## src/rtl/mdio_pkg.sv

```systemverilog
package mdio_pkg;
  localparam int PRE_LEN = 35;
  localparam int AW      = 5;
  localparam int DW      = 16;
  localparam int WR_BITS = PRE_LEN + 2 + 2 + AW + AW + 2 + DW;
  localparam int RD_DRV  = PRE_LEN + 2 + 2 + AW + AW;
  localparam int RD_BITS = RD_DRV + 1 + DW;
  localparam int IDX_W   = $clog2(WR_BITS);

  localparam int B_DONE  = 28;
  localparam int B_RD    = 27;
  localparam int B_WR    = 26;
  localparam int B_PHY   = 21;
  localparam int B_REG   = 16;

  typedef enum logic {OP_READ = 1'b0, OP_WRITE = 1'b1} mdio_op_e;
endpackage

```

## src/rtl/mdio_half_tick.sv

```systemverilog
module mdio_half_tick #(
  parameter int HALF = 4
) (
  input  logic clk_i,
  input  logic rst_ni,
  input  logic en_i,
  output logic tick_o
);
  localparam int CW = (HALF > 1) ? $clog2(HALF) : 1;

  logic [CW-1:0] cnt_q;
  logic          at_end;

  assign at_end = (cnt_q == CW'(HALF - 1));
  assign tick_o = en_i & at_end;

  always_ff @(posedge clk_i or negedge rst_ni) begin
    if (!rst_ni)              cnt_q <= '0;
    else if (!en_i || at_end) cnt_q <= '0;
    else                      cnt_q <= cnt_q + 1'b1;
  end

  generate
    if (HALF > 1) begin : g_gap_chk
      a_r8_tick_gap: assert property (@(posedge clk_i) disable iff (!rst_ni)
        tick_o |=> !tick_o);
    end
  endgenerate
endmodule

```

## src/rtl/mdio_frame_seq.sv

```systemverilog
module mdio_frame_seq
  import mdio_pkg::*;
(
  input  logic          clk_i,
  input  logic          rst_ni,
  input  logic          tick_i,
  input  logic          start_i,
  input  mdio_op_e      op_i,
  input  logic [AW-1:0] phy_i,
  input  logic [AW-1:0] reg_i,
  input  logic [DW-1:0] wdata_i,
  input  logic          mdio_i,
  output logic          busy_o,
  output logic          mdc_o,
  output logic          mdio_o,
  output logic          mdio_oe_o,
  output logic          done_o,
  output logic [DW-1:0] rdata_o
);
  logic               busy_q, high_q;
  mdio_op_e           op_q;
  logic [IDX_W-1:0]   idx_q, last_idx;
  logic [WR_BITS-1:0] frame_q;
  logic [DW-1:0]      rx_q;
  logic               drive, bit_end;

  assign last_idx = (op_q == OP_WRITE) ? IDX_W'(WR_BITS - 1) : IDX_W'(RD_BITS - 1);
  assign bit_end  = busy_q & tick_i & high_q;
  assign drive    = busy_q & ((op_q == OP_WRITE) | (idx_q < IDX_W'(RD_DRV)));

  assign busy_o    = busy_q;
  assign mdc_o     = busy_q & high_q;
  assign mdio_oe_o = drive;
  assign mdio_o    = drive ? frame_q[WR_BITS-1] : 1'b1;
  assign done_o    = bit_end & (idx_q == last_idx);
  assign rdata_o   = {rx_q[DW-2:0], mdio_i};

  always_ff @(posedge clk_i or negedge rst_ni) begin
    if (!rst_ni) begin
      busy_q  <= 1'b0;
      high_q  <= 1'b0;
      op_q    <= OP_WRITE;
      idx_q   <= '0;
      frame_q <= '0;
      rx_q    <= '0;
    end else if (start_i && !busy_q) begin
      busy_q <= 1'b1;
      high_q <= 1'b0;
      idx_q  <= '0;
      op_q   <= op_i;
      if (op_i == OP_WRITE)
        frame_q <= {{PRE_LEN{1'b1}}, 2'b01, 2'b01, phy_i, reg_i, 2'b10, wdata_i};
      else
        frame_q <= {{PRE_LEN{1'b1}}, 2'b01, 2'b10, phy_i, reg_i, {(WR_BITS-RD_DRV){1'b0}}};
    end else if (busy_q && tick_i) begin
      if (!high_q) begin
        high_q <= 1'b1;
      end else begin
        high_q  <= 1'b0;
        frame_q <= {frame_q[WR_BITS-2:0], 1'b0};
        // first released bit is turnaround, dropped
        if (op_q == OP_READ && idx_q > IDX_W'(RD_DRV))
          rx_q <= {rx_q[DW-2:0], mdio_i};
        if (idx_q == last_idx) busy_q <= 1'b0;
        else                   idx_q  <= idx_q + 1'b1;
      end
    end
  end

  a_r3_mdio_stable_high: assert property (@(posedge clk_i) disable iff (!rst_ni)
    (mdc_o && $past(mdc_o)) |-> ($stable(mdio_o) && $stable(mdio_oe_o)));

  a_r8_rise_on_tick: assert property (@(posedge clk_i) disable iff (!rst_ni)
    $rose(mdc_o) |-> $past(tick_i));

  a_r4_done_ends_frame: assert property (@(posedge clk_i) disable iff (!rst_ni)
    done_o |=> !busy_o);
endmodule

```

## src/rtl/mdio_cmd_ctrl.sv

```systemverilog
module mdio_cmd_ctrl
  import mdio_pkg::*;
#(
  parameter int MDC_HALF = 4
) (
  input  logic        clk_i,
  input  logic        rst_ni,
  input  logic        cmd_we_i,
  input  logic [31:0] cmd_wdata_i,
  output logic [31:0] cmd_rdata_o,
  output logic        mdc_o,
  output logic        mdio_o,
  output logic        mdio_oe_o,
  input  logic        mdio_i
);
  logic [AW-1:0] phy_q, reg_q;
  logic [DW-1:0] data_q, eng_rdata;
  logic          done_q, rd_req_q, wr_req_q;
  logic          eng_busy, eng_done, tick, accept, start;
  mdio_op_e      start_op;

  assign accept   = cmd_we_i & ~eng_busy;
  assign start    = accept & (cmd_wdata_i[B_RD] | cmd_wdata_i[B_WR]);
  assign start_op = cmd_wdata_i[B_RD] ? OP_READ : OP_WRITE;

  assign cmd_rdata_o = {3'b000, done_q, rd_req_q, wr_req_q, phy_q, reg_q, data_q};

  mdio_half_tick #(.HALF(MDC_HALF)) u_tick (
    .clk_i  (clk_i),
    .rst_ni (rst_ni),
    .en_i   (eng_busy),
    .tick_o (tick)
  );

  mdio_frame_seq u_seq (
    .clk_i     (clk_i),
    .rst_ni    (rst_ni),
    .tick_i    (tick),
    .start_i   (start),
    .op_i      (start_op),
    .phy_i     (cmd_wdata_i[B_PHY +: AW]),
    .reg_i     (cmd_wdata_i[B_REG +: AW]),
    .wdata_i   (cmd_wdata_i[DW-1:0]),
    .mdio_i    (mdio_i),
    .busy_o    (eng_busy),
    .mdc_o     (mdc_o),
    .mdio_o    (mdio_o),
    .mdio_oe_o (mdio_oe_o),
    .done_o    (eng_done),
    .rdata_o   (eng_rdata)
  );

  always_ff @(posedge clk_i or negedge rst_ni) begin
    if (!rst_ni) begin
      phy_q    <= '0;
      reg_q    <= '0;
      data_q   <= '0;
      done_q   <= 1'b0;
      rd_req_q <= 1'b0;
      wr_req_q <= 1'b0;
    end else if (accept) begin
      phy_q    <= cmd_wdata_i[B_PHY +: AW];
      reg_q    <= cmd_wdata_i[B_REG +: AW];
      data_q   <= cmd_wdata_i[DW-1:0];
      done_q   <= 1'b0;
      rd_req_q <= cmd_wdata_i[B_RD];
      wr_req_q <= cmd_wdata_i[B_WR] & ~cmd_wdata_i[B_RD];
    end else if (eng_done) begin
      rd_req_q <= 1'b0;
      wr_req_q <= 1'b0;
      if (rd_req_q) begin
        done_q <= 1'b1;
        data_q <= eng_rdata;
      end
    end
  end

  a_r5_req_onehot: assert property (@(posedge clk_i) disable iff (!rst_ni)
    $onehot0({rd_req_q, wr_req_q}));

  a_r5_req_while_busy: assert property (@(posedge clk_i) disable iff (!rst_ni)
    eng_busy |-> (rd_req_q || wr_req_q));

  a_r6_fields_hold: assert property (@(posedge clk_i) disable iff (!rst_ni)
    (eng_busy && $past(eng_busy)) |-> ($stable(phy_q) && $stable(reg_q)));

  a_r7_done_clear_on_start: assert property (@(posedge clk_i) disable iff (!rst_ni)
    $rose(eng_busy) |-> !done_q);
endmodule

```

## config.mk

```make
export PLATFORM = sky130hd
export DESIGN_NAME = mdio_cmd_ctrl
export DESIGN_NICKNAME = d
export VERILOG_FILES = /design/src/rtl/mdio_pkg.sv /design/src/rtl/mdio_half_tick.sv /design/src/rtl/mdio_frame_seq.sv /design/src/rtl/mdio_cmd_ctrl.sv
export SDC_FILE = /design/constraint.sdc
export NUM_CORES = 1
export LEC_CHECK = 0
export ABC_AREA = 1
export BUFFER_PORTS_ARGS = -buffer_cell sky130_fd_sc_hd__clkbuf_2
export CAP_MARGIN = 10
export CELL_PAD_IN_SITES_DETAIL_PLACEMENT = 0
export CELL_PAD_IN_SITES_GLOBAL_PLACEMENT = 1
export CORE_MARGIN = 2
export CORE_UTILIZATION = 39
export CTS_CLUSTER_SIZE = 40
export DETAILED_ROUTE_END_ITERATION = 7
export PLACE_DENSITY_LB_ADDON = 0.25
export SYNTH_ARGS = -nofsm -noshare
export SYNTH_HDL_FRONTEND = slang
export SYNTH_SLANG_ARGS = --single-unit
```

## constraint.sdc

```tcl
create_clock -name clk_i -period 1.7 [get_ports clk_i]
set_input_delay 0 -clock clk_i [delete_from_list [all_inputs] [get_ports clk_i]]
set_output_delay 0 -clock clk_i [all_outputs]
set_load 0.02 [all_outputs]
```

# Word level (Yosys, flattened, before mapping)

Cells that the tools add are included.

Register bits after elaboration: 123
Latch bits: 0
RAM bits: 0
ROM bits: 0
Input port bits: 36
Word-level logic and storage cells: 78
Memories: 0

$add $sub $neg: 2
Multipliers: 0
Divide/modulo/power cells: 0
$lt $le $gt $ge: 2
Equal/unequal tests: 3
Shift-type cells: 0
Muxes and demuxes: 28
Bitwise logic cells: 15
Reductions and logical operators: 15

Operators with widths:

| cell                                                           | number |
|---|---|
| 2-to-1 mux 67 bit                                              | 3 |
| 2-to-1 mux 16 bit                                              | 3 |
| 2-to-1 mux 30 bit                                              | 1 |
| 2-to-1 mux 7 bit                                               | 4 |
| 2-to-1 mux 1 bit                                               | 15 |
| nonzero test 2 bit                                             | 5 |
| bitwise AND 1 bit                                              | 9 |
| adder 7 x 1 -> 7 bit (second input constant)                   | 1 |
| equality test 7 bit                                            | 1 |
| greater-than comparator 7 x 6 -> 1 bit (second input constant) | 1 |
| < comparator 7 x 6 -> 1 bit (second input constant)            | 1 |
| AND reduction 3 bit                                            | 2 |
| 2-to-1 mux 2 bit                                               | 2 |
| NOT 1 bit                                                      | 4 |
| AND reduction 2 bit                                            | 2 |
| AND reduction 4 bit                                            | 1 |
| logical AND 1 bit                                              | 3 |
| adder 2 x 1 -> 2 bit (second input constant)                   | 1 |
| equality test 2 bit (second input constant)                    | 1 |
| inequality test 2 bit (second input constant)                  | 1 |
| bitwise OR 1 bit                                               | 2 |
| logical NOT 1 bit                                              | 1 |
| logical OR 1 bit                                               | 1 |

# Logic depth before layout (Yosys ltp)

Depth after elaboration: 7
Mapped depth: 10
Depth with buffers taken out: 9

# Modules after synthesis

From an unflattened synthesis, not the netlist that was laid out.

Cell total of the unflattened synthesis: 643
Area total of the unflattened synthesis: 5,550.3 sq um

Modules (own cells, without submodules):

| module         | instances | cells each | area each (sq um) | sequential area each (sq um) |
|---|---|---|---|---|
| mdio_frame_seq | 1         | 430        | 3,993.8           | 2,303.5 |
| mdio_cmd_ctrl  | 1         | 203        | 1,467.7           | 725.7 |
| mdio_half_tick | 1         | 10         | 88.8              | 50.0 |

# Worst setup path before layout

OpenSTA, ideal clock, no wires.

Path type: reg-to-output
From: register u_seq.idx_q[2]
To: output port mdio_o
Arrival time: 1,503 ps
Required time: 1,700 ps
Slack: 197 ps
Stages on the path, launching flop included: 8
Cells stage by stage: dfrtp_1 > buf_2 > nor2_1 > nand2_1 > nand2_1 > nand3_2 > a21oi_1 > nand2_1

Cells in the longest elaborated chain, start to end: 4

RTL lines:

| what                        | line                 | source |
|---|---|---|
| start, declared             | mdio_frame_seq.sv:22 | `logic [IDX_W-1:0] idx_q, last_idx;` |
| start signal, assigned      | mdio_frame_seq.sv:65 | `else idx_q <= idx_q + 1'b1;` |
| < comparator 7 x 6 -> 1 bit | mdio_frame_seq.sv:29 | `assign drive = busy_q & ((op_q == OP_WRITE) \| (idx_q < IDX_W'(RD_DRV)));` |
| bitwise OR 1 bit            | mdio_frame_seq.sv:29 |  |
| bitwise AND 1 bit           | mdio_frame_seq.sv:29 |  |
| via mdio_oe_o               | mdio_cmd_ctrl.sv:13  | `output logic mdio_oe_o,` |
| 2-to-1 mux 1 bit            | mdio_frame_seq.sv:34 | `assign mdio_o = drive ? frame_q[WR_BITS-1] : 1'b1;` |
| end, declared               | mdio_cmd_ctrl.sv:12  | `output logic mdio_o,` |

The timed path passes the listed nets, and every way through them passes these cells.

# Final worst setup path

From: register u_tick.cnt_q[0]
To: register u_seq.rx_q[1]

Cells in the longest elaborated chain, start to end: 4

RTL lines:

| what                          | line                 | source |
|---|---|---|
| start, declared               | mdio_half_tick.sv:11 | `logic [CW-1:0] cnt_q;` |
| start signal, assigned        | mdio_half_tick.sv:20 | `else cnt_q <= cnt_q + 1'b1;` |
| equality test 2 bit           | mdio_half_tick.sv:14 | `assign at_end = (cnt_q == CW'(HALF - 1));` |
| bitwise AND 1 bit             | mdio_half_tick.sv:15 | `assign tick_o = en_i & at_end;` |
| logical AND 1 bit             | mdio_frame_seq.sv:55 | `end else if (busy_q && tick_i) begin` |
| AND reduction 4 bit (no line) | --                   |  |
| end signal, assigned          | mdio_frame_seq.sv:63 | `rx_q <= {rx_q[DW-2:0], mdio_i};` |
| end, declared                 | mdio_frame_seq.sv:24 | `logic [DW-1:0] rx_q;` |

No other way between the ends.
A chain may end at the register's enable or synchronous reset.

==> impl_metrics.py <==
metrics = {
    "routing": {
        "wl_per_cell_um": 14.2,
        "viasPerCell": 4.91,
        "drt_iter0_drc": 247,
        "num_vias": 4583,
        "dr.pass1.iters": 5,
        "ant_nets": 0,
        "wl_um": 13300,
        "drc_errors": 0,
    },
    "placed_design": {
        "portBuffers": 63,
        "dp_cells": 865,
        "hpwlAfterDp_um": 8810,
        "dpl-instance-area_um2": 6140,
        "place.gp.congestion": 0.817,
    },
    "synth": {
        "synth.top_cell.area_share_pct": 54.8,
        "ys_seq_elements": 123,
        "ys_warn_count": 0,
        "synth_cells": 638,
        "ys_async_sr_fraction_pct": 100,
        "syn-cell-area_um2": 5570,
        "synth.area.top_cells": "dfrtp_1 (55%), nand2_1 (13%), inv_1 (5.8%)",
        "synth-edff-count": 0,
        "synth_top_area_cell": "dfrtp_1",
        "synth_cell_types": 34,
        "avgSynthCellArea_um2": 8.73,
        "ys_seq_area_share_pct": 55.3,
        "synth-main-ff-cell": "dfrtp_1",
    },
    "timing": {
        "min_period_over_period_pct": 96.4,
        "finalHoldViolations": 0,
        "max_slew_margin_pct": 62.7,
        "setup_viol": 0,
        "fmax_mhz": 610,
        "min_period_ns": 1.64,
        "timing.hold.ws_ns": 0.0115,
        "final_max_slew_viol_count": 0,
        "skew_ns": 0.00764,
        "tightestPinTransition_ns": 0.559,
        "rsz0062_at_grt": "true",
    },
    "critical_path": {
        "cp_slowest_cell": "dfrtp_1",
        "cpPeakStageDelay_ns": 0.38,
        "crit_family": "simple AND/OR/NAND/NOR gates",
        "cp.buffers_inverters": 2,
        "worstSetupStartpointType": "flop",
        "crit_fanout": 8,
        "arrival_ns": 1.94,
        "required_ns": 2.00,
        "crit_type": "flop to flop",
        "cp-end-kind": "flop",
        "cp_common_cell": "nand2_2",
        "path_cells": "ha_4 -> nand2_2 -> nor2_4 -> inv_4 -> a21oi_4 -> buf_12 -> nand3_4 -> nand2_2 -> nand2_1",
    },
    "final_layout": {
        "final_area_um2": 7200,
        "n_antenna_cell": 0,
        "drive_gt1_share_pct": 20.6,
        "fill_cells": 1301,
        "synthToLayoutAreaGrowth_pct": 29.4,
        "layout.cells.non_filler": 934,
        "final_util_pct": 51.7,
        "nets": 780,
    },
    "global_route": {
        "gr-total-overflow": 0,
        "track_usage_pct": 19.0,
        "grt_pass1_wl_um": 22100,
        "grt_max_degree": 41,
        "antenna_found_initial": 0,
        "grt_pass1_vias": 4399,
    },
    "clocking": {
        "htree_levels": 4,
        "cts-root-buf": "clkbuf_16",
        "cts.clk_slew.worst_paths_ns": 0.06,
        "cts_buffers": 17,
        "clockBufferDepth": 2,
        "cts_sinks": 123,
        "cts_tree": "built",
        "worstSkewPairLatency_ns": 0.42,
    },
    "floorplanning": {
        "fp.dieArea_um2": 15200,
        "die_w_um": 123,
        "start_util_pct": 39.9,
        "num_rows": 43,
        "core_um2": 13900,
        "io_pins": 71,
        "die-height_um": 123,
    },
    "power_and_ir_drop": {
        "p_int_mw": 5.42,
        "combinationalPowerShare_pct": 2.8,
        "pwr-share-clk_pct": 54.4,
        "pwr_density_cell_nw_per_um2": 950,
        "power_leakage_nw": 3.84,
        "p_switching_mw": 1.42,
        "pwr-share-seq_pct": 42.8,
        "total_power_mw": 6.84,
        "peakVddDrop_v": 0.000677,
        "swShare_pct": 20.7,
    },
    "hold_path": {
        "hold_path_class": "primary input to flop",
    },
    "status": {
        "outcome": "finished, final reports clean",
    },
    "job": {
        "cap_violations": 0,
    },
}
-- sequential cells by signal, summed over array words and instances, names as in the netlist, 2 cells and up --
register,cells
u_seq.frame_q,67
data_q,16
u_seq.rx_q,15
u_seq.idx_q,7
phy_q,5
reg_q,5
u_tick.cnt_q,2
-- cell usage after synthesis, types with 2 or more instances --
master    number
inv_2          5
nor2_2         2
nor3b_1        2
o21ai_0       38
inv_1         86
nor2_1        11
o21ai_1        5
o221ai_1       9
buf_4         10
a21oi_1        6
ha_1           3
dfrtp_1      122
o211ai_1       3
nand4_1       22
buf_1          2
nand3_1       44
clkbuf_1      11
a22oi_1       36
nand2_1      186
nand2_2        4
buf_2         15
o22ai_1        3
nor2_4         2
-- stage by stage --
| step | setup TNS (ns) | setup slack, ns |
|---|---|---|
| detailed placement | 0 | 0.0645 |
| finish | 0 | 0.0617 |
| CTS | 0 | 0.0506 |
| global route | -0.283 | -0.0409 |
| global placement | 0 | 0.0904 |
| floorplan | 0 | 0.197 |
-- path summary, 6_finish.rpt --
kind                            cells after the start            start  slack (ns)                 to
worst max-delay path                                9  u_tick.cnt_q[0]        0.06      u_seq.rx_q[1]
worst min-delay path                                5  cmd_wdata_i[15]        0.01  u_seq.frame_q[15]
worst max register to register                      9  u_tick.cnt_q[0]        0.06      u_seq.rx_q[1]
worst min register to register                      2         phy_q[4]        0.47           phy_q[4]
max in group asynchronous                           3           rst_ni        0.84      u_seq.rx_q[6]
min in group asynchronous                           2           rst_ni        0.11           reg_q[1]
-- repair_timing --
item	4_1_cts	5_1_grt
gates resized for setup	3	23
buffers inserted	4	3
endpoints found under the setup margin	2	91
gates cloned	0	1
hold endpoints to repair	106	0
pin swaps	1	4
hold buffers	29	0
-- placed cells by master (no fill, tap or decap), types with 17 or more instances in the layout --
| cell | n |
|---|---|
| dlygate4sd3_1 | 29 |
| clkbuf_16 | 17 |
| inv_1 | 85 |
| clkbuf_2 | 61 |
| a22oi_1 | 36 |
| o21ai_0 | 35 |
| dfrtp_1 | 119 |
| nand2_1 | 181 |
| nand3_1 | 44 |
| nand4_1 | 22 |
| buf_4 | 21 |
-- worst min-delay path, stage by stage --
cell and delay, ns:
clkbuf_2 0.08, inv_1 0.09, o21ai_0 0.09, nand2_1 0.05, o21ai_0 0.07
-- layer usage --
metal  vias up  wire, µm  share of wire, %  track usage (%)
met5         -         0                 0                0
met4         0       191               1.4             7.24
met3        16       539               4.1             4.38
met2        87      6300                47             30.9
met1      2210      6270                47             24.5
li1       2270         -                 -                -
-- layout make-up --
class	instances	area, µm²	area share [%]
flip-flops and latches	123	3080	42.8
multi-input cells	387	2000	27.8
repair buffers	121	927	12.9
clock buffers	21	470	6.53
inverters	91	348	4.83
well taps	180	225	3.13
clock inverters	11	143	1.98
-- power groups by stage --
stage          Sequential (mW)  Combinational, mW  Clock [mW]
2_1_floorplan             2.99             0.0193           0
3_3_place_gp              2.98              0.141           0
6_report                  2.93              0.190        3.72
5_1_grt                   2.93              0.212        3.92
4_1_cts                   2.93              0.195        3.79
3_5_place_dp              2.98              0.143           0
-- cell families (layout without fill, tap and decap cells) --
group | count (synthesis) | after routing | synth area share (%)
AND/OR/NAND/NOR | 278 | 279 | 22.1
buffers and inverters | 131 | 244 | 10.0
flip-flops | 123 | 123 | 55.3
AO/OA/AOI/OAI | 101 | 101 | 11.7
adder cells (fa/ha/maj) | 3 | 3 | 0.674
other | 1 | 3 | 0.0674
XOR/XNOR | 1 | 1 | 0.157
No activity file was read; power rests on OpenSTA's default activity.
